## config.mk

```make
export PLATFORM = sky130hd
export DESIGN_NAME = dmabl_top
export DESIGN_NICKNAME = d
export VERILOG_FILES = /design/src/rtl/dmabl_pkg.sv /design/src/rtl/dmabl_fsm.sv /design/src/rtl/dmabl_channel.sv /design/src/rtl/dmabl_top.sv
export SDC_FILE = /design/constraint.sdc
export NUM_CORES = 1
export LEC_CHECK = 0
export BUFFER_PORTS_ARGS = -buffer_cell sky130_fd_sc_hd__buf_2
export CORE_MARGIN = 5
export CORE_UTILIZATION = 37
export DETAILED_ROUTE_END_ITERATION = 8
export GPL_ROUTABILITY_DRIVEN = 1
export MAX_ROUTING_LAYER = met4
export SLEW_MARGIN = 25
export SYNTH_ARGS = -nofsm -noshare
export SYNTH_HDL_FRONTEND = slang
export SYNTH_SLANG_ARGS = --single-unit
```

## constraint.sdc

```tcl
create_clock -name clk -period 2.27 [get_ports clk]
set_input_delay 0.1135 -clock clk [delete_from_list [all_inputs] [get_ports clk]]
set_output_delay 0.1135 -clock clk [all_outputs]
set_load 0.02 [all_outputs]
```

## src/rtl/dmabl_pkg.sv

```systemverilog
package dmabl_pkg;

    typedef enum logic [1:0] {
        ST_IDLE   = 2'd0,
        ST_ACTIVE = 2'd1,
        ST_RELOAD = 2'd2,
        ST_HALT   = 2'd3
    } chan_state_t;

    // register index inside a channel window
    localparam logic [1:0] RG_CUR  = 2'd0;
    localparam logic [1:0] RG_NXT  = 2'd1;
    localparam logic [1:0] RG_CTRL = 2'd2;
    localparam logic [1:0] RG_STAT = 2'd3;

    // control bit positions
    localparam int CB_EN    = 0;
    localparam int CB_WIDE  = 1;
    localparam int CB_SWREQ = 2;
    localparam int CB_TCIE  = 3;
    localparam int CB_OVIE  = 4;
    localparam int CTRL_W   = 5;

    // status bit positions
    localparam int SB_NVLD  = 0;
    localparam int SB_TC    = 1;
    localparam int SB_OVR   = 2;
    localparam int STAT_W   = 3;

endpackage

```

## src/rtl/dmabl_fsm.sv

```systemverilog
module dmabl_fsm
    import dmabl_pkg::*;
(
    input  logic        clk,
    input  logic        rst_n,
    input  logic        en,
    input  logic        done,
    input  logic        last,
    input  logic        nvalid,
    input  logic        cur_wr,
    output chan_state_t state,
    output logic        dec,
    output logic        ld_next,
    output logic        set_tc,
    output logic        active
);

    chan_state_t nxt_state;

    always_comb begin
        nxt_state = state;
        unique case (state)
            ST_IDLE:   if (en) nxt_state = ST_ACTIVE;
            ST_ACTIVE: begin
                if (!en)
                    nxt_state = ST_IDLE;
                else if (done && last)
                    nxt_state = nvalid ? ST_RELOAD : ST_HALT;
            end
            ST_RELOAD: nxt_state = en ? ST_ACTIVE : ST_IDLE;
            ST_HALT: begin
                if (!en)
                    nxt_state = ST_IDLE;
                else if (cur_wr)
                    nxt_state = ST_ACTIVE;
            end
            default:   nxt_state = ST_IDLE;
        endcase
    end

    always_ff @(posedge clk) begin
        if (!rst_n) state <= ST_IDLE;
        else        state <= nxt_state;
    end

    always_comb begin
        active  = (state == ST_ACTIVE);
        dec     = active && en && done && !last;
        set_tc  = active && en && done && last && !nvalid;
        ld_next = (state == ST_RELOAD);
    end

endmodule

```

## src/rtl/dmabl_channel.sv

```systemverilog
module dmabl_channel
    import dmabl_pkg::*;
#(
    parameter int CNT_W = 16
) (
    input  logic             clk,
    input  logic             rst_n,
    input  logic             sel,
    input  logic             wr,
    input  logic [1:0]       rsel,
    input  logic [CNT_W-1:0] wdata,
    output logic [CNT_W-1:0] rdata,
    input  logic             periph_req,
    input  logic             done,
    output logic             req,
    output logic             wide,
    output logic             irq,
    output logic             en,
    output logic             tc,
    output logic             ovr,
    output logic             nvld
);

    logic [CNT_W-1:0]  cnt_q;
    logic [CNT_W-1:0]  nxt_q;
    logic [CTRL_W-1:0] ctrl_q;
    logic              cur_wr, nxt_wr, ctrl_wr, stat_wr;
    logic              dec, ld_next, set_tc, active, last;
    chan_state_t       state;

    assign cur_wr  = sel && wr && (rsel == RG_CUR);
    assign nxt_wr  = sel && wr && (rsel == RG_NXT);
    assign ctrl_wr = sel && wr && (rsel == RG_CTRL);
    assign stat_wr = sel && wr && (rsel == RG_STAT);
    assign en      = ctrl_q[CB_EN];
    assign last    = (cnt_q == CNT_W'(1));

    dmabl_fsm u_fsm (
        .clk     (clk),
        .rst_n   (rst_n),
        .en      (en),
        .done    (done),
        .last    (last),
        .nvalid  (nvld),
        .cur_wr  (cur_wr),
        .state   (state),
        .dec     (dec),
        .ld_next (ld_next),
        .set_tc  (set_tc),
        .active  (active)
    );

    // live counter: software write beats reload, reload beats decrement
    always_ff @(posedge clk) begin
        if (!rst_n)       cnt_q <= '0;
        else if (cur_wr)  cnt_q <= wdata;
        else if (ld_next) cnt_q <= nxt_q;
        else if (dec)     cnt_q <= cnt_q - 1'b1;
    end

    always_ff @(posedge clk) begin
        if (!rst_n)      nxt_q <= '0;
        else if (nxt_wr) nxt_q <= wdata;
    end

    always_ff @(posedge clk) begin
        if (!rst_n)       ctrl_q <= '0;
        else if (ctrl_wr) ctrl_q <= wdata[CTRL_W-1:0];
    end

    always_ff @(posedge clk) begin
        if (!rst_n) begin
            nvld <= 1'b0;
            tc   <= 1'b0;
            ovr  <= 1'b0;
        end else begin
            if (nxt_wr)       nvld <= 1'b1;
            else if (ld_next) nvld <= 1'b0;

            if (set_tc)                       tc <= 1'b1;
            else if (stat_wr && wdata[SB_TC]) tc <= 1'b0;

            if (nxt_wr && nvld)                ovr <= 1'b1;
            else if (stat_wr && wdata[SB_OVR]) ovr <= 1'b0;
        end
    end

    always_comb begin
        req  = active && en && (periph_req || ctrl_q[CB_SWREQ]);
        wide = ctrl_q[CB_WIDE];
        irq  = (tc && ctrl_q[CB_TCIE]) || (ovr && ctrl_q[CB_OVIE]);
    end

    always_comb begin
        unique case (rsel)
            RG_CUR:  rdata = cnt_q;
            RG_NXT:  rdata = nxt_q;
            RG_CTRL: rdata = {{(CNT_W-CTRL_W){1'b0}}, ctrl_q};
            RG_STAT: rdata = {{(CNT_W-STAT_W){1'b0}}, ovr, tc, nvld};
            default: rdata = '0;
        endcase
    end

endmodule

```

## src/rtl/dmabl_top.sv

```systemverilog
module dmabl_top
    import dmabl_pkg::*;
#(
    parameter int NCH   = 4,
    parameter int CNT_W = 16,
    localparam int CH_W = (NCH > 1) ? $clog2(NCH) : 1,
    localparam int AW   = CH_W + 2
) (
    input  logic             clk,
    input  logic             rst_n,
    input  logic             bus_wr,
    input  logic [AW-1:0]    bus_addr,
    input  logic [CNT_W-1:0] bus_wdata,
    output logic [CNT_W-1:0] bus_rdata,
    input  logic [NCH-1:0]   periph_req,
    input  logic [NCH-1:0]   xfer_done,
    output logic [NCH-1:0]   xfer_req,
    output logic [NCH-1:0]   xfer_wide,
    output logic [NCH-1:0]   irq,
    output logic             dma_clk_en
);

    logic [CNT_W-1:0] ch_rd [NCH];
    logic [NCH-1:0]   en_vec, tc_vec, ovr_vec, nvld_vec;
    logic [CH_W-1:0]  ch_idx;

    assign ch_idx = bus_addr[AW-1:2];

    for (genvar g = 0; g < NCH; g++) begin : g_ch
        dmabl_channel #(.CNT_W(CNT_W)) u_ch (
            .clk        (clk),
            .rst_n      (rst_n),
            .sel        (ch_idx == CH_W'(g)),
            .wr         (bus_wr),
            .rsel       (bus_addr[1:0]),
            .wdata      (bus_wdata),
            .rdata      (ch_rd[g]),
            .periph_req (periph_req[g]),
            .done       (xfer_done[g]),
            .req        (xfer_req[g]),
            .wide       (xfer_wide[g]),
            .irq        (irq[g]),
            .en         (en_vec[g]),
            .tc         (tc_vec[g]),
            .ovr        (ovr_vec[g]),
            .nvld       (nvld_vec[g])
        );
    end

    assign bus_rdata  = ch_rd[ch_idx];
    assign dma_clk_en = |en_vec;

endmodule

```

# --- Word-level counts from Yosys, hierarchy flattened ---
# Index checks and enable logic that the tools add are counted.
totals:
  ff_bits: 168
  latch_bits: 0
  mem_bits_rw: 0
  mem_bits_ro: 0
  inputBits: 31
  n_memories: 0
op_classes:
  addsub: 4
  multipliers: 0
  n_div: 0
  magnitude_cmp: 1
  eq_ne: 34
  shift: 0
  n_mux: 75
  bitwise: 1
  reduce_logical: 111
op_table:
  columns: ["op", "n"]
  rows:
  - ["16-bit case mux with 4 select lines", 4]
  - ["16-bit 2-to-1 mux", 14]
  - ["1-bit logical AND", 68]
  - ["16-bit by 1-bit equality test with 1-bit output (second input constant)", 4]
  - ["16-bit by 1-bit subtractor with 16-bit output (second input constant)", 4]
  - ["2-bit 2-to-1 mux", 20]
  - ["16-bit binary-select mux with 2-bit select", 1]
  - ["1-bit 2-to-1 mux", 32]
  - ["2-bit case mux with 4 select lines", 4]
  - ["2-bit equality test (second input constant)", 12]
  - ["3-bit != test (second input constant)", 8]
  - ["2-bit nonzero test", 12]
  - ["2-bit by 1-bit equality test with 1-bit output (second input constant)", 6]
  - ["2-bit logical NOT", 6]
  - ["3-bit AND reduction", 4]
  - ["3-bit nonzero test", 4]
  - ["1-bit logical NOT", 8]
  - ["1-bit logical OR", 8]
  - ["2-bit by 1-bit != test with 1-bit output (second input constant)", 4]
  - ["4-bit OR reduction", 1]
  - ["3-bit >= comparator (second input constant)", 1]
  - ["2-bit inverter with 3-bit output", 1]

# --- Logic depth before layout (Yosys ltp) ---
# Gate-level depths: netlist of run 1.
logic_depth:
  ltp_word: 7
  depth_mapped: 9
  ltp_nobuf: 8

# --- By module ---
# From an unflattened synthesis of run 1, not the netlist that was laid out.
unflattened:
  hier_cells: 1293
  hier_area_um2: 10542.6
modules_own_cells:
  columns: ["module", "n_inst", "cells_each", "area_each_um2"]
  rows:
  - ["dmabl_channel at g_ch[0].u_ch ...", 3, 303, 2378.5]
  - ["dmabl_channel at g_ch[3].u_ch", 1, 307, 2438.6]
  - ["dmabl_fsm", 4, 13, 136.4]
  - ["dmabl_top", 1, 25, 422.9]

# --- Worst setup path after synthesis of run 1 ---
# OpenSTA, ideal clock, no wires.
synth_path:
  path_kind: "register to register"
  start: "register g_ch[1].u_ch.cnt_q[0]"
  end: "register g_ch[1].u_ch.cnt_q[12]"
  setup_time_ps: 119
  arrival_ps: 2150
  path_slack_ps: 1
  path_stages_with_launch: 8
  n_path_buf: 1
  cell_sequence: "dfxtp_1 -> ha_1 -> or4b_2 -> nor4_4 -> or2_1 -> nand3_2 -> buf_2 -> o221a_2"
synth_between:
  elab_chain_cells: 4
  word_cells_on_any_way: 8
  classes_between: "add/sub (1); eq/ne (1); mux (3); reduce/logical (3)"
synth_rtl:
  columns: ["element", "line_no", "text"]
  rows:
  - ["start: declaration", "dmabl_channel.sv:24", "logic [CNT_W-1:0] cnt_q;"]
  - ["start signal: assignment", "dmabl_channel.sv:56", "else if (cur_wr) cnt_q <= wdata;"]
  - ["start signal: assignment", "dmabl_channel.sv:57", "else if (ld_next) cnt_q <= nxt_q;"]
  - ["start signal: assignment", "dmabl_channel.sv:58", "else if (dec) cnt_q <= cnt_q - 1'b1;"]
  - ["16-bit by 1-bit subtractor with 16-bit output or 16-bit by 1-bit equality test with 1-bit output (tied branches)", "dmabl_channel.sv:58, dmabl_channel.sv:36", null]
  - ["16-bit 2-to-1 mux or 1-bit logical NOT (tied branches)", "dmabl_channel.sv:58, dmabl_fsm.sv:48", null]
  - ["16-bit 2-to-1 mux or 1-bit logical AND (tied branches)", "dmabl_channel.sv:57, dmabl_fsm.sv:48", null]
  - ["16-bit 2-to-1 mux or 3-bit nonzero test (tied branches)", null, null]
# Several ways; a longest one is shown, not always the timed one. The select of a mux whose other input is x is not followed.
# A chain may end at the register's enable or synchronous reset.

# --- Final worst setup path of run 1 ---
layout_path:
  start: "register g_ch[0].u_ch.ctrl_q[0]"
  end: "output port bus_rdata[0]"
layout_between:
  elab_chain_cells: 4
layout_rtl:
  columns: ["element", "line_no", "text"]
  rows:
  - ["start: declaration", "dmabl_channel.sv:26", "logic [CTRL_W-1:0] ctrl_q;"]
  - ["start signal: assignment", "dmabl_channel.sv:68", "else if (ctrl_wr) ctrl_q <= wdata[CTRL_W-1:0];"]
  - ["16-bit case mux with 4 select lines", "dmabl_channel.sv:95", "unique case (rsel)"]
  - ["16-bit binary-select mux with 2-bit select", "dmabl_top.sv:50", "assign bus_rdata = ch_rd[ch_idx];"]
  - ["16-bit 2-to-1 mux (not written as such) (2 in series)", "dmabl_top.sv:50", null]
  - ["end: declaration", "dmabl_top.sv:14", "output logic [CNT_W-1:0] bus_rdata,"]
# No other way between the ends. The select of a mux whose other input is x is not followed.

==> results of run 1 <==
[metrics by stage]
stage | total power, W | setup TNS, ns | setup WS (ns) | hold slack (ns) | instances
after floorplan | 0.00369 | 0 | 0.00139 | 0.274 | 1224
after global placement | 0.00397 | 0 | 0.134 | 0.443 | 1593
after detailed placement | 0.00398 | 0 | 0.0445 | 0.447 | 1593
after CTS | 0.00685 | 0 | 0.00446 | 0.0269 | 1626
after global routing | 0.00706 | -0.0498 | -0.0342 | 0.0464 | 1629
final | 0.00683 | 0 | 0.0284 | 0.0405 | 1629
[path summary, 6_finish.rpt]
check / slack [ns] / endpoint / start / cells past startpoint
setup reg to reg: 0.09 / g_ch[1].u_ch.cnt_q[12] / g_ch[1].u_ch.cnt_q[1] / 8
hold / removal: 0.04 / g_ch[1].u_ch.nxt_q[15] / bus_wdata[15] / 3
hold reg to reg: 0.47 / g_ch[1].u_ch.nxt_q[0] / g_ch[1].u_ch.nxt_q[0] / 2
setup / recovery: 0.03 / bus_rdata[0] / g_ch[0].u_ch.ctrl_q[0] / 4
[routing by layer]
layer / global-route usage [%] / up-vias / wire (µm)
li1: - / 4506 / -
met1: 32.8 / 4497 / 15600
met2: 31.9 / 459 / 14100
met3: 3.38 / 54 / 2800
met4: 6.88 / 0 / 850
met5: - / - / 0
[repair_timing]
action,4_1_cts,5_1_grt
pin swaps,0,1
hold buffers,1,0
hold endpoints to repair,1,0
setup endpoints to repair,2,8
resized for setup,2,2
buffers inserted,0,2
[synth_stat cells, types with 6 or more instances]
cell,number
sky130_fd_sc_hd__nor2_1,100
sky130_fd_sc_hd__nand2_1,217
sky130_fd_sc_hd__xor2_1,14
sky130_fd_sc_hd__o211ai_1,13
sky130_fd_sc_hd__a21oi_1,161
sky130_fd_sc_hd__mux2i_1,36
sky130_fd_sc_hd__o221ai_1,6
sky130_fd_sc_hd__a311oi_1,7
sky130_fd_sc_hd__nor2b_1,8
sky130_fd_sc_hd__and3_1,6
sky130_fd_sc_hd__xnor2_1,23
sky130_fd_sc_hd__ha_1,8
sky130_fd_sc_hd__a221oi_1,6
sky130_fd_sc_hd__clkbuf_1,71
sky130_fd_sc_hd__nor4_1,12
sky130_fd_sc_hd__buf_4,15
sky130_fd_sc_hd__dfxtp_1,168
sky130_fd_sc_hd__inv_1,11
sky130_fd_sc_hd__buf_2,16
sky130_fd_sc_hd__nand2b_1,13
sky130_fd_sc_hd__or4_1,8
sky130_fd_sc_hd__buf_1,8
sky130_fd_sc_hd__a211oi_1,31
sky130_fd_sc_hd__nand3_1,31
sky130_fd_sc_hd__o21ai_0,73
sky130_fd_sc_hd__or3_1,17
sky130_fd_sc_hd__mux4_2,38
sky130_fd_sc_hd__nor3_1,23
[cell families (layout without fill, tap and decap cells)]
logic type / Yosys count / in the layout / synth area share, %
and+or+nand+nor: 473 / 473 / 22.6
AOI/OAI and AO/OA: 336 / 336 / 20.4
DFF: 168 / 168 / 34.2
buffers and inverters: 127 / 196 / 5.90
muxes: 75 / 75 / 12.6
xor gates and xnor gates: 37 / 37 / 3.29
adders and majority gates: 8 / 8 / 1.02
other: 0 / 1 / 0
[worst register-to-register path, cell delays in order, from the launching register on]
cell and delay, ns:
sky130_fd_sc_hd__dfxtp_1 0.31, sky130_fd_sc_hd__inv_1 0.07, sky130_fd_sc_hd__ha_1 0.15, sky130_fd_sc_hd__or4b_2 0.62
sky130_fd_sc_hd__nor4_4 0.16, sky130_fd_sc_hd__or2_1 0.18, sky130_fd_sc_hd__nand3_2 0.12, sky130_fd_sc_hd__buf_12 0.19
sky130_fd_sc_hd__o221a_2 0.26
[area by class of cell]
cell class	instances	area, µm²	area share (%)
diodes	1	2.50	0.0220
clock buffers	21	470	4.13
clock inverters	11	111	0.977
inverters	12	47.5	0.417
multi-input cells	929	5900	51.8
flip-flops and latches	168	3360	29.5
well taps	335	419	3.68
repair buffers	152	1080	9.51
[registers in the layout, indices dropped and copies added (netlist names)]
signal and flops:
g_ch.u_ch.u_fsm.state 8, g_ch.u_ch.ovr 4, g_ch.u_ch.nxt_q 64, g_ch.u_ch.nvld 4, g_ch.u_ch.tc 4, g_ch.u_ch.ctrl_q 20
g_ch.u_ch.cnt_q 64
[power groups by stage]
stage,Sequential [W],Clock (W),Combinational (W)
2_1_floorplan,0.00309,0,0.000593
3_3_place_gp,0.00311,0,0.000863
3_5_place_dp,0.00311,0,0.000869
4_1_cts,0.00304,0.00294,0.000874
5_1_grt,0.00305,0.00306,0.000956
6_report,0.00304,0.00290,0.000882
==> impl_summary.log, run 1 <==
INFO  metric tritoncts_clock_tree = done
INFO  metric status = complete, no violations
INFO  metric antenna_found_initial = 1
INFO  metric wl_per_cell = roughly 20 µm
INFO  metric maxSlewHeadroom = between 40% and 50%
INFO  metric initial_core_util = ~38%
INFO  metric ir_drop = approximately 380 µV
INFO  metric max_cap_violations = 0
INFO  metric via_to_cell_ratio = 5.84
INFO  metric global_route_wire_length_before_repair = ~53000 µm
INFO  metric comb_power_share = 12.9%
INFO  metric final.min_clock_period = 2.24 ns
INFO  metric synth_seq_area_share = between 30% and 40%
INFO  metric p_sw = between 0.0015 and 0.002 W
INFO  metric grt_pass1_vias = approximately 9000
INFO  metric crit_buf_inv = 2
INFO  metric port_buffers = 59
INFO  metric final.fill_count = between 2000 and 3000
INFO  metric synth.distinct_cells = 65
INFO  metric cts_num_sinks = about 170
INFO  metric drt_iter0_markers = roughly 850
INFO  metric highest_delay_cell_along_the_critical_path = sky130_fd_sc_hd__mux4_2
INFO  metric fin_area = between 0.01 and 0.015 mm²
INFO  metric routed_wl = about 33000 µm
INFO  metric gp_routability_congestion = approximately 0.92
INFO  metric gr-total-overflow = 0
INFO  metric grt_setup_unrepaired = true
INFO  metric fmax = about 0.45 GHz
INFO  metric clock_power_share = a little over two fifths
INFO  metric p_int = 0.00497 W
INFO  metric max-clock-path-buffers = 2
INFO  metric critPathArrivalTime = between 2 and 2.5 ns
INFO  metric syn-num-nets = 1263
INFO  metric synth_area_per_cell = 8.04 µm²
INFO  metric dr.pass1.iters = 5
INFO  metric finish.utilization = 43.6%
INFO  metric final_cell_mix = sky130_fd_sc_hd__nand2_1, sky130_fd_sc_hd__dfxtp_1, sky130_fd_sc_hd__a21oi_1, sky130_fd_sc_hd__nor2_1, sky130_fd_sc_hd__buf_4
INFO  metric clockRootBuffer = sky130_fd_sc_hd__clkbuf_16
INFO  metric critPathMostFrequentCell = sky130_fd_sc_hd__mux4_2
INFO  metric hpwlAfterDp = approximately 24000 µm
INFO  metric mappedNetlistArea = between 0.009 and 0.01 mm²
INFO  metric cts_h_tree_depth = 4
INFO  metric slew_viol_final = 0
INFO  metric post-synth-top-area-fraction = between 30 and 40%
INFO  metric yosys_warnings = 0
INFO  metric synth_area_leader = sky130_fd_sc_hd__dfxtp_1
INFO  metric grt_util_all_layers = 22.4%
INFO  metric finalNetCount = between 1000 and 1500
INFO  metric clkSlewWorstSetupHoldPaths = about 0.070 ns
INFO  metric placement.cell_area = around 0.011 mm²
INFO  metric pwr_density_cell = 599 mW/mm²
INFO  metric detail_route.drc_violations = 0
INFO  metric grt_max_degree = 54
INFO  metric worst_slew_pin_slew = approximately 0.79 ns
INFO  metric number_of_placed_i_o_pins = 60
INFO  metric cts_buffers = 17
INFO  metric power.share.switching = 27.2%
INFO  metric critical_path.endpoint_type = primary output
INFO  metric worstSetupPathType = reg -> out
INFO  metric critical_path.max_fanout = 4
INFO  metric die_outline_area = approximately 0.030 mm²
INFO  metric cp_cell_sequence = buf_4, mux4_2, mux4_2, buf_2
INFO  metric hold_path_class = in -> reg
INFO  metric asyncSetResetFlopFracSynth = 0%
INFO  metric die_width = between 150 and 200 µm
INFO  metric number_of_vias_in_the_routed_layout = 9516
INFO  metric yosys_most_used_dff = sky130_fd_sc_hd__dfxtp_1
INFO  metric layout.cells.most_common = sky130_fd_sc_hd__nand2_1
INFO  metric count_of_flip_flops_with_a_built_in_enable_after_synthesis = 0
INFO  metric synth_area_leaders = sky130_fd_sc_hd__dfxtp_1, sky130_fd_sc_hd__mux4_2, sky130_fd_sc_hd__nand2_1
INFO  metric post-route-period-util = a little over nine tenths
INFO  metric timing.critical_path.max_delay_family = multiplexers
INFO  metric critical_path.startpoint_type = register
INFO  metric die_span_y = ~170 µm
INFO  metric ys_seq_elements = between 150 and 200
INFO  metric area_delta_synth_final = 15.9%
INFO  metric worst_ep_required_time = 2.16 ns
INFO  metric power.sequential.fraction = ~45%
INFO  metric total_leakage_power = roughly 4.3 nW
INFO  metric slowest_delay = approximately 0.5 ns
INFO  metric report.final.hold_viol_count = 0
INFO  metric synthCells = 1224
INFO  metric clock_insertion_delay_worst_skew = about 0.43 ns
INFO  metric finalSetupViolCount = 0
INFO  metric antenna_violating_nets_post_route = 0
INFO  metric core.rowCount = 59
INFO  metric drive_above_1_share = between 10% and 20%
INFO  metric core = between 0.02 and 0.03 mm²
INFO  metric clock-skew-final = between 0.015 and 0.02 ns
(Power assumes the default switching activity.)
==> inputs of run 2 (changes only) <==
--- a/config.mk
+++ b/config.mk
@@ -7,10 +7,11 @@
 export LEC_CHECK = 0
 export BUFFER_PORTS_ARGS = -buffer_cell sky130_fd_sc_hd__buf_2
 export CORE_MARGIN = 5
-export CORE_UTILIZATION = 37
+export CORE_UTILIZATION = 45
 export DETAILED_ROUTE_END_ITERATION = 8
 export GPL_ROUTABILITY_DRIVEN = 1
 export MAX_ROUTING_LAYER = met4
+export PLACE_DENSITY = 0.7
 export SLEW_MARGIN = 25
 export SYNTH_ARGS = -nofsm -noshare
 export SYNTH_HDL_FRONTEND = slang
==> run 2 against run 1 <==
Worst setup slack improved by 0.030 ns. Combinational power shrank 1%. Global-route usage is 4.5 points higher. Count of clock-buffer cells in the layout decreased by 1. Via count is 1.6% higher. Sequential cell count did not move. Die area fell by 17%. Cell count is 3.7% lower. Clock skew down 0.010 ns. Sequential power about the same. Power decreased by 2.6%. Register-to-register slack better by 0.02 ns.
==> impl_summary.log, run 2 (synthesized netlist as in run 1, its figures left out) <==
INFO  metric drt_iter0_markers = 1207
INFO  metric gr-total-overflow = 0
INFO  metric slew_viol_final = 0
INFO  metric worstSetupPathType = reg -> out
INFO  metric placement.cell_area = around 0.011 mm²
INFO  metric pwr_density_cell = between 500 and 600 mW/mm²
INFO  metric layout.cells.non_filler = approximately 1600
INFO  metric antenna_found_initial = 0
INFO  metric maxSlewHeadroom = around 46%
INFO  metric cts_buffers = 17
INFO  metric number_of_placed_i_o_pins = 60
INFO  metric clkSlewWorstSetupHoldPaths = around 0.07 ns
INFO  metric area_delta_synth_final = 14.5%
INFO  metric post-route-period-util = about 100%
INFO  metric die_outline_area = around 0.025 mm²
INFO  metric timing.setup.tns = 0 ns
INFO  metric place.detailed.instances = approximately 1500
INFO  metric grt_max_degree = roughly 120
INFO  metric grt_pass1_vias = between 8000 and 9000
INFO  metric port_buffers = 59
INFO  metric slowest_delay = 0.50 ns
INFO  metric wl_per_cell = between 20 and 25 µm
INFO  metric number_of_vias_in_the_routed_layout = 9666
INFO  metric status = complete, no violations
INFO  metric highest_delay_cell_along_the_critical_path = sky130_fd_sc_hd__mux4_2
INFO  metric critical_path.max_fanout = 7
INFO  metric total_leakage_power = around 4.3 nW
INFO  metric core.rowCount = 54
INFO  metric tritoncts_clock_tree = done
INFO  metric finalNetCount = about 1300
INFO  metric global_route_wire_length_before_repair = approximately 51000 µm
INFO  metric die_span_y = ~160 µm
INFO  metric fmax = between 0.4 and 0.5 GHz
INFO  metric layout.cells.most_common = sky130_fd_sc_hd__nand2_1
INFO  metric report.final.hold_viol_count = 0
INFO  metric final.min_clock_period = 2.21 ns
INFO  metric ir_drop = 565 µV
INFO  metric max_cap_violations = 0
INFO  metric critical_path.startpoint_type = register
INFO  metric critPathArrivalTime = 2.10 ns
INFO  metric dr.pass1.iters = 8
INFO  metric core = 0.0217 mm²
INFO  metric grt_util_all_layers = between 20% and 30%
INFO  metric initial_core_util = a little under half
INFO  metric setup_slack = a little under 0.06 ns
INFO  metric max-clock-path-buffers = 2
INFO  metric routed_wl = 32500 µm
INFO  metric grt.met1_usage = between 30% and 40%
INFO  metric grt_util_met2 = about 37%
INFO  metric detail_route.drc_violations = 0
INFO  metric final_cell_mix = sky130_fd_sc_hd__nand2_1, sky130_fd_sc_hd__dfxtp_1, sky130_fd_sc_hd__a21oi_1, sky130_fd_sc_hd__nor2_1, sky130_fd_sc_hd__buf_4
INFO  metric die_width = around 160 µm
INFO  metric hpwlAfterDp = 22600 µm
INFO  metric worst_ep_required_time = 2.16 ns
INFO  metric clockRootBuffer = sky130_fd_sc_hd__clkbuf_16
INFO  metric fin_area = 0.0113 mm²
INFO  metric cts_h_tree_depth = 4
INFO  metric cts_num_sinks = between 150 and 200
INFO  metric grtUsageMet3 = about 4.8%
INFO  metric finalSetupViolCount = 0
INFO  metric worst_slew_pin_slew = slightly above 0.8 ns
INFO  metric critical_path.endpoint_type = primary output
INFO  metric num_antenna_cells = 0
INFO  metric clock-skew-final = ~0.0060 ns
INFO  metric hold_path_class = in -> reg
INFO  metric antenna_violating_nets_post_route = 0
INFO  metric detailedPlace.worstSlack = slightly above 0.04 ns
INFO  metric critPathMostFrequentCell = sky130_fd_sc_hd__mux4_2
INFO  metric via_to_cell_ratio = roughly 6.2
INFO  metric cp_cell_sequence = buf_4, mux4_2, mux4_2, buf_2
INFO  metric reg.largest.list = g_ch.u_ch.cnt_q (64), g_ch.u_ch.nxt_q (64), g_ch.u_ch.ctrl_q (20)
INFO  metric drive_above_1_share = between 10% and 20%
INFO  metric clock_insertion_delay_worst_skew = between 0.4 and 0.5 ns
INFO  metric grt.busiest_layer = met1
INFO  metric gp_routability_congestion = between 0.9 and 1
INFO  metric final.fill_count = 2042
[run 2: changes by cell type in the layout (fill, tap and decap cells not counted), sizes merged]
| cell | change |
|---|---|
| clkinv | +6 |
| buf | -5 |
| inv | -3 |
| bufinv | -1 |
| clkbuf | -1 |
| clkinvlp | -1 |
| diode | -1 |
[run 2: area by class of cell]
| cell class | instances | area [µm²] | share of cell area (%) |
|---|---|---|---|
| Clock buffer | 20 | 447 | 3.97 |
| Clock inverter | 12 | 96.3 | 0.855 |
| Inverter | 12 | 46.3 | 0.411 |
| Multi-Input combinational cell | 929 | 5930 | 52.7 |
| Sequential cell | 168 | 3360 | 29.9 |
| Tap cell | 280 | 350 | 3.11 |
| Timing Repair Buffer | 147 | 1020 | 9.10 |
[run 2: final timing paths]
path,from,cells past startpoint,slack [ns],to
max reg2reg,g_ch[1].u_ch.cnt_q[1],8,0.11,g_ch[1].u_ch.cnt_q[12]
max,g_ch[3].u_ch.cnt_q[2],4,0.06,bus_rdata[2]
min,bus_wdata[7],3,0.03,g_ch[1].u_ch.nxt_q[7]
min reg2reg,g_ch[2].u_ch.nxt_q[15],2,0.47,g_ch[2].u_ch.nxt_q[15]
[run 2: critical path, delay by kind of cell (launching register included)]
family / cells / cell delay [ns]
multiplexers: 2 / 1.00
buffers and inverters: 2 / 0.35
flip-flops: 1 / 0.31
[run 2: through the flow]
stage / power (W) / hold WS (ns) / util, %
after floorplan: 0.00369 / 0.274 / -
after global placement: 0.00394 / 0.437 / 49.2
after detailed placement: 0.00395 / 0.426 / 49.2
after CTS: 0.00664 / 0.0155 / 51.7
after global routing: 0.00688 / 0.0157 / 51.9
final: 0.00665 / 0.0339 / 51.9
[run 2: power breakdown]
| group | total [W] | internal [W] | switching (W) |
|---|---|---|---|
| Sequential | 0.00304 | 0.00299 | 0.0000496 |
| Combinational | 0.000872 | 0.000349 | 0.000523 |
| Clock | 0.00274 | 0.00144 | 0.00130 |
[run 2: layer usage]
layer	up-vias	part of all wire, %
met1	4531	45
li1	4500	-
met4	0	4.1
met2	533	42
met3	102	9.3
met5	-	0
[run 2: repair_timing]
action,in CTS,in global routing
resized for setup,1,8
buffers inserted,0,1
pin swaps,0,1
hold buffers,1,0
hold endpoints to repair,1,0
endpoints found under the setup margin,1,13
==> inputs of run 3 (changes only) <==
--- a/config.mk
+++ b/config.mk
@@ -6,12 +6,14 @@
 export NUM_CORES = 1
 export LEC_CHECK = 0
 export BUFFER_PORTS_ARGS = -buffer_cell sky130_fd_sc_hd__buf_2
+export CELL_PAD_IN_SITES_DETAIL_PLACEMENT = 1
+export CELL_PAD_IN_SITES_GLOBAL_PLACEMENT = 1
 export CORE_MARGIN = 5
-export CORE_UTILIZATION = 45
+export CORE_UTILIZATION = 42
 export DETAILED_ROUTE_END_ITERATION = 8
 export GPL_ROUTABILITY_DRIVEN = 1
 export MAX_ROUTING_LAYER = met4
-export PLACE_DENSITY = 0.7
+export PLACE_DENSITY = 0.83
 export SLEW_MARGIN = 25
 export SYNTH_ARGS = -nofsm -noshare
 export SYNTH_HDL_FRONTEND = slang
==> run 3 against run 2 <==
Global-route usage rose by 2.4 points. Sequential share of layout area fell by 0.62 points. Non-clock buffer count rose by 4. Worst setup slack got worse by 0.010 ns. Critical path type is now reg -> reg. Highest routed layer unchanged. Core utilization fell by 2.5 points. Clock power rose by 13%. Combinational power rose by 6.8%. Register-to-register slack got worse by 0.06 ns. Final area rose by 2.1%. Cell count rose by 2.9%.
==> impl_summary.log, run 3 (synthesized netlist as in run 1, its figures left out) <==
INFO  metric hpwlAfterDp = 25900 µm
INFO  metric finalNetCount = about 1300
INFO  metric detail_route.drc_violations = 0
INFO  metric layout.area.seq = between 0.003 and 0.004 mm²
INFO  metric multi_input_area = a little under 0.006 mm²
INFO  metric cts_h_tree_depth = 4
INFO  metric reg.largest.list = g_ch.u_ch.cnt_q (64), g_ch.u_ch.nxt_q (64), g_ch.u_ch.ctrl_q (20)
INFO  metric status = complete, no violations
INFO  metric antenna_violating_nets_post_route = 0
INFO  metric grt_pass1_vias = 10477
INFO  metric tritoncts_clock_tree = done
INFO  metric critical_path.max_fanout = 7
INFO  metric dr.pass1.iters = 5
INFO  metric report.final.hold_viol_count = 0
INFO  metric drt_iter0_markers = roughly 990
INFO  metric via_to_cell_ratio = ~6.3
INFO  metric die_width = roughly 160 µm
INFO  metric placement.cell_area = around 0.011 mm²
INFO  metric cts-hold-fix-buffers = 0
INFO  metric number_of_placed_i_o_pins = 60
INFO  metric die_outline_area = approximately 0.027 mm²
INFO  metric max_cap_violations = 0
INFO  metric slew_viol_final = 0
INFO  metric die_span_y = 163 µm
INFO  metric critical_path.endpoint_type = register
INFO  metric cts_num_sinks = ~170
INFO  metric final_cell_mix = sky130_fd_sc_hd__nand2_1, sky130_fd_sc_hd__dfxtp_1, sky130_fd_sc_hd__a21oi_1, sky130_fd_sc_hd__nor2_1, sky130_fd_sc_hd__buf_4
INFO  metric p_total = between 0.007 and 0.008 W
INFO  metric hold_ws = around 0.018 ns
INFO  metric post-route-period-util = a little under 100%
INFO  metric max-clock-path-buffers = 2
INFO  metric antenna_found_initial = 2
INFO  metric gp_routability_congestion = between 0.9 and 1
INFO  metric initial_core_util = a little over two fifths
INFO  metric final.min_clock_period = between 2 and 2.5 ns
INFO  metric drive_above_1_share = between 15 and 20%
INFO  metric area_delta_synth_final = 16.9%
INFO  metric clock_insertion_delay_worst_skew = ~0.44 ns
INFO  metric maxSlewHeadroom = 53.9%
INFO  metric worst_ep_required_time = roughly 2.6 ns
INFO  metric layout.cells.most_common = sky130_fd_sc_hd__nand2_1
INFO  metric wl_per_cell = 23.6 µm
INFO  metric clockRootBuffer = sky130_fd_sc_hd__clkbuf_16
INFO  metric global_route_wire_length_before_repair = slightly below 60000 µm
INFO  metric hold_path_class = in -> reg
INFO  metric clkSlewWorstSetupHoldPaths = ~0.070 ns
INFO  metric gr-total-overflow = 0
INFO  metric critPathArrivalTime = 2.54 ns
INFO  metric fin_area = between 0.01 and 0.015 mm²
INFO  metric total_leakage_power = roughly 4.4 nW
INFO  metric core = around 0.023 mm²
INFO  metric grt_util_all_layers = around 29%
INFO  metric finalSetupViolCount = 0
INFO  metric cts_buffers = 17
INFO  metric timing.setup.tns = 0 ns
INFO  metric pwr_density_cell = 615 mW/mm²
INFO  metric grt_max_degree = 54
INFO  metric port_buffers = 59
INFO  metric worst_slew_pin_slew = slightly below 0.7 ns
INFO  metric worstSetupPathType = reg -> reg
INFO  metric routed_wl = approximately 38000 µm
INFO  metric final.fill_count = ~2800
INFO  metric ir_drop = between 500 and 600 µV
INFO  metric fmax = 0.450 GHz
INFO  metric core.rowCount = 56
INFO  metric critical_path.startpoint_type = register
INFO  metric clock-skew-final = between 0.01 and 0.015 ns
INFO  metric number_of_vias_in_the_routed_layout = 10186
[run 3: final timing paths]
path / from / endpoint / slack (ns) / cells after the start
hold / removal: xfer_done[1] / g_ch[1].u_ch.u_fsm.state[1] / 0.02 / 3
setup / recovery: g_ch[1].u_ch.cnt_q[6] / g_ch[1].u_ch.cnt_q[13] / 0.05 / 7
setup reg to reg: g_ch[1].u_ch.cnt_q[6] / g_ch[1].u_ch.cnt_q[13] / 0.05 / 7
hold reg to reg: g_ch[0].u_ch.nxt_q[3] / g_ch[0].u_ch.nxt_q[3] / 0.48 / 2
[run 3: where the power goes]
part | internal (W) | switching, W
registers | 0.00299 | 0.0000535
logic | 0.000365 | 0.000566
clock network | 0.00180 | 0.00129
total | 0.00516 | 0.00191
[run 3: layout make-up]
cell class / count / area share (%)
inverter: 12 / 0.413
timing repair buffer: 151 / 9.75
multi-input combinational: 929 / 51.8
clock buffer: 22 / 4.04
sequential: 168 / 29.2
tap: 319 / 3.47
clock inverter: 10 / 1.25
antenna: 2 / 0.0435
[run 3: worst max-delay path, stage by stage, from the launching register on]
cell	delay (ns)
sky130_fd_sc_hd__dfxtp_1	0.33
sky130_fd_sc_hd__or4_1	0.65
sky130_fd_sc_hd__nor4_4	0.31
sky130_fd_sc_hd__or2_4	0.18
sky130_fd_sc_hd__nand3_4	0.13
sky130_fd_sc_hd__buf_12	0.21
sky130_fd_sc_hd__o21ai_0	0.22
sky130_fd_sc_hd__a21oi_1	0.08
[run 3: what timing repair did]
action | 4_1_cts | 5_1_grt
gates resized for setup | 2 | 13
pin swaps | 0 | 5
gates cloned | 0 | 2
setup endpoints to repair | 4 | 24
setup buffers | 0 | 4
[run 3: per-layer routing]
metal / track usage [%] / wire length [µm] / share of wire [%]
met5: - / 0 / 0
met4: 13.7 / 1720 / 4.5
met3: 5.12 / 3040 / 8.0
met2: 45.1 / 17400 / 46
met1: 37.8 / 15900 / 42
[run 3: per-stage QoR]
stage          utilization, %  std cells  setup WS, ns
2_1_floorplan               -       1224       0.00139
3_3_place_gp             46.2       1573         0.113
3_5_place_dp             46.2       1573       -0.0353
4_1_cts                  48.8       1605        0.0134
5_1_grt                  49.4       1613       -0.0635
6_report                 49.4       1613        0.0483
